<file path="src/rtl/serial_rate_gen.sv">
module serial_rate_gen #(
  parameter int CW = 8
) (
  input  logic          clk,
  input  logic          rst_n,
  input  logic          en,
  input  logic [CW-1:0] prescale,
  input  logic [CW-1:0] scale,
  input  logic          cpol,
  output logic          sclk,
  output logic          lead_stb,
  output logic          trail_stb
);
  localparam int HW = CW - 1;
  localparam logic [HW-1:0] HALF_ONE = {{(HW-1){1'b0}}, 1'b1};

  logic [HW-1:0] half_r, pcnt;
  logic [CW-1:0] sc_r, scnt;
  logic          phase, pol_r, lead_q, trail_q;

  wire [HW-1:0] half_in = (prescale[CW-1:1] == '0) ? HALF_ONE : prescale[CW-1:1];
  wire          tick    = (pcnt == half_r - HALF_ONE);
  wire          flip    = tick && (scnt == sc_r);

  always_ff @(posedge clk or negedge rst_n) begin
    if (!rst_n) begin
      half_r  <= HALF_ONE;
      sc_r    <= '0;
      pcnt    <= '0;
      scnt    <= '0;
      phase   <= 1'b0;
      pol_r   <= 1'b0;
      lead_q  <= 1'b0;
      trail_q <= 1'b0;
    end else if (!en) begin
      half_r  <= half_in;
      sc_r    <= scale;
      pcnt    <= '0;
      scnt    <= '0;
      phase   <= 1'b0;
      pol_r   <= cpol;
      lead_q  <= 1'b0;
      trail_q <= 1'b0;
    end else begin
      lead_q  <= flip && !phase;
      trail_q <= flip && phase;
      if (tick) begin
        pcnt <= '0;
        if (flip) begin
          scnt  <= '0;
          phase <= ~phase;
          if (phase) begin
            half_r <= half_in;
            sc_r   <= scale;
          end
        end else begin
          scnt <= scnt + 1'b1;
        end
      end else begin
        pcnt <= pcnt + 1'b1;
      end
    end
  end

  assign sclk      = pol_r ^ phase;
  assign lead_stb  = lead_q;
  assign trail_stb = trail_q;

  a_r8_reset_idle: assert property (@(posedge clk) $rose(rst_n) |-> !lead_stb && !trail_stb);

  a_r5_idle_level: assert property (@(posedge clk) disable iff (!rst_n)
    !en |=> (sclk == $past(cpol)) && !lead_stb && !trail_stb);

  a_r6_lead_active: assert property (@(posedge clk) disable iff (!rst_n)
    lead_stb |-> (sclk != pol_r) && $past(sclk) == pol_r);

  a_r6_trail_idle: assert property (@(posedge clk) disable iff (!rst_n)
    trail_stb |-> (sclk == pol_r) && $past(sclk) != pol_r);

  a_r6_lead_single: assert property (@(posedge clk) disable iff (!rst_n)
    lead_stb |=> !lead_stb);

  a_r7_hold_settings: assert property (@(posedge clk) disable iff (!rst_n)
    $past(en) && !trail_stb |-> $stable(half_r) && $stable(sc_r));
endmodule

</file>
<file path="config.mk">
export PLATFORM = sky130hd
export DESIGN_NAME = serial_rate_gen
export DESIGN_NICKNAME = d
export VERILOG_FILES = /design/src/rtl/serial_rate_gen.sv
export SDC_FILE = /design/constraint.sdc
export NUM_CORES = 1
export LEC_CHECK = 0
export ABC_AREA = 1
export BUFFER_PORTS_ARGS = -buffer_cell sky130_fd_sc_hd__buf_2
export CAP_MARGIN = 30
export CORE_ASPECT_RATIO = 1.75
export CORE_UTILIZATION = 45
export CTS_CLUSTER_SIZE = 8
export DETAILED_ROUTE_END_ITERATION = 10
export PLACE_DENSITY_LB_ADDON = 0.1
export SETUP_SLACK_MARGIN = 0.15
export SLEW_MARGIN = 20
export SYNTH_ARGS = -nofsm -noshare
export SYNTH_HDL_FRONTEND = slang
export SYNTH_SLANG_ARGS = --single-unit
</file>
<file path="constraint.sdc">
create_clock -name clk -period 1.9 [get_ports clk]
set_input_delay 0.19 -clock clk [delete_from_list [all_inputs] [get_ports clk]]
set_output_delay 0.19 -clock clk [all_outputs]
set_load 0.01 [all_outputs]
</file>
==> run_results.csv <==
group,metric,value,unit
placed_design,place.port_buffers,21,
yosys,synth-warning-count,0,
yosys,yosysMostFrequentCell,"nand2_1",
yosys,syn_inst,255,
grt,grt_pass1_wl,7.45,mm
finish,syn_to_final_growth,24.6,%
sta,slew_viol_final,0,
power,p_per_area,709,nW/µm²
worst_setup_path,critical_path_class,"reg2reg",
placed_design,dp_cells,330,
power,peakVddDrop,599,µV
worst_setup_path,worstPathMaxFanout,5,
sta,skew,0.00764,ns
floorplan,num_rows,32,
yosys,synth_top_area_share,40.4,%
worst_setup_path,cp_top_family,"simple AND/OR/NAND/NOR gates",
worst_setup_path,worstPathRequired,2.12,ns
finish,antenna_cells,0,
sta,fin_crit_sh,99.9,%
sta,finalCriticalPeriod,1.90,ns
sta,tns,0,ns
sta,fmax,527,MHz
worst_setup_path,rrSetupSlack,0.001,ns
yosys,async_flop_share,100,%
drt,remaining_drc_errors,0,
clocking,path_clk_slew,0.07,ns
clocking,htree_levels,2,
worst_setup_path,cp_num_buf_inv,2,
sta,finalSetupViolations,0,
finish,nets,316,
sta,grt_setup_unrepaired,"yes",
floorplan,initial_core_util,46.8,%
grt,grt_use_total,21.5,%
floorplan,die_area,4820,µm²
worst_setup_path,r2r_cells,10,
placed_design,hpwlAfterDp,3.24,mm
drt,postRouteAntennaNets,0,
run_status,outcome,"finished with violations",
drt,drt_iter0_markers,14,
min_path,hold_class,"in2async",
floorplan,core-area,4360,µm²
yosys,synth_ff_type,"dfrtp_1",
yosys,syn_nets,278,
yosys,avgSynthCellArea,8.01,µm²
grt,grt_max_degree,35,
worst_setup_path,endpoint_kind,"register",
yosys,ys_types,31,
floorplan,die-width,52.9,µm
floorplan,pin_count,23,
finish,ff_latch_area,852,µm²
clocking,cts_tree,"yes",
finish,multi_input_area,1170,µm²
worst_setup_path,r2r_end,"scnt[1]",
yosys,synthTopCellsByArea,"dfrtp_1 40%, nand2_1 13%, xor2_1 8.1%",
finish,n_fill_cell,440,
yosys,yosysTopAreaCell,"dfrtp_1",
sta,max_slew_margin,47.7,%
worst_setup_path,cpMostUsedCell,"nor2_4",
placed_design,routabilityCongestion,0.759,
job,drv_cap,0,
worst_setup_path,max_stage_delay,0.56,ns
sta,hold_viol,32,
grt,grt_pass1_vias,1720,
worst_setup_path,crit_slowest_cell,"dfstp_2",
clocking,cts_sinks,34,
clocking,cts.root.buffer_cell,"clkbuf_8",
grt,grt-ovfl-total,0,
sta,tightest_slew,0.785,ns
worst_setup_path,cp.arrival,2.12,ns
clocking,clockBufferDepth,2,
floorplan,die_h,91.1,µm
power,leakage,1.35,nW
yosys,synth-edff-count,0,
grt,antenna_found_initial,0,
yosys,seq_area_frac_synth,41.7,%
run_status,violations,"negative hold slack",
yosys,synth_common_cells,"72 x nand2_1, 33 x dfrtp_1, 28 x nand3_1",
clocking,insertion_delay,0.28,ns
yosys,ys_seq_elements,34,
drt,firstDrtPassIters,4,
finish,fin_cells,345,
drt,vias,1701,
worst_setup_path,cp.depth,10,
drt,avgViaCountPerCell,4.93,
worst_setup_path,cp-start-kind,"register",
yosys,netlist_area,2040,µm²
drt,wl,4.56,mm
worst_setup_path,r2r-start,"half_r[0]",
sta,fin_hold_ws,-0.0133,ns
clocking,cts_buffers,5,
worst_setup_path,critPathLaunch,"half_r[0]",
finish,drive_above_1_share,33.3,%
drt,wl_per_cell,13.2,µm
worst_setup_path,crit_chain,"inv_4 -> ha_4 -> or2_4 -> nand3_4 -> nor2_4 -> and2_4 -> nor2_4 -> buf_6 -> nand2_2 -> nand2_1",
-- flip-flops by register name (all words and copies together) (netlist names) --
name       count
lead_stb       1
phase          1
pcnt           7
trail_stb      1
scnt           8
half_r         7
pol_r          1
sc_r           8
-- worst max-delay path by stage --
stage          slack [ns]   endpoint
2_1_floorplan        0.04    pcnt[4]
3_3_place_gp        -0.09    pcnt[6]
3_5_place_dp        -0.10    pcnt[5]
4_1_cts              0.01    sc_r[5]
5_1_grt             -0.08  half_r[5]
6_report            0.001    scnt[1]
-- where the power goes --
group | switching, mW | internal, mW | leakage, nW
registers | 0.0573 | 0.775 | 0.444
logic | 0.239 | 0.186 | 0.862
clock network | 0.255 | 0.292 | 0.0482
-- cell families after synthesis --
group | count (synthesis) | share of synthesized area, %
AO/OA/AOI/OAI | 4 | 1.10
XOR/XNOR | 25 | 10.7
adder cells (fa/ha/maj) | 3 | 1.84
buffers and inverters | 32 | 7.59
flip-flops | 34 | 41.7
AND/OR/NAND/NOR | 157 | 37.0
-- layout make-up --
| type | count | area share [%] |
|---|---|---|
| Inverter | 26 | 4.03 |
| Multi-Input combinational cell | 190 | 46.1 |
| Tap cell | 51 | 2.51 |
| Sequential cell | 34 | 33.5 |
| Clock inverter | 1 | 0.197 |
| Clock buffer | 7 | 3.39 |
| Timing Repair Buffer | 36 | 10.3 |
-- routing by layer --
layer  routed length [µm]  GRT usage [%]  part of all wire, %
met4                  116           9.21                  2.5
met2                 2670           40.1                   59
met1                 1710           21.8                   38
met3                   60           3.52                  1.3
met5                    0              0                    0
-- what timing repair did --
item,4_1_cts,5_1_grt
cloned,0,2
pin swaps,8,5
resized for setup,11,21
setup endpoints to repair,31,33
buffers inserted,4,1
hold buffers,0,0
-- layout by cell type (no fill, tap or decap), drive strengths merged, types with 2 or more instances in the layout --
cell / n
xnor2: 6
xor2: 19
buf: 35
clkbuf: 8
nand2: 87
nand3: 31
inv: 26
nor2: 25
ha: 3
o21ai: 2
nand4: 10
dfrtp: 33
-- worst reg2reg max path, delay by kind of cell (launching register included) --
family                     cells  cell delay [ns]
adders and majority gates      1             0.23
and+or+nand+nor                7             0.84
buffers and inverters          2             0.20
DFF                            1             0.56
-- through the flow --
| step | utilization, % | worst slack (ns) | area, µm² | power [mW] |
|---|---|---|---|---|
| detailed placement | 51.8 | -0.104 | 2260 | 1.20 |
| floorplan | - | 0.0407 | 2070 | 1.10 |
| global placement | 51.8 | -0.0931 | 2260 | 1.20 |
| finish | 58.3 | 0.00106 | 2540 | 1.80 |
| CTS | 55.6 | 0.0110 | 2430 | 1.79 |
| global route | 58.3 | -0.0783 | 2540 | 1.90 |
(Power assumes the default switching activity.)
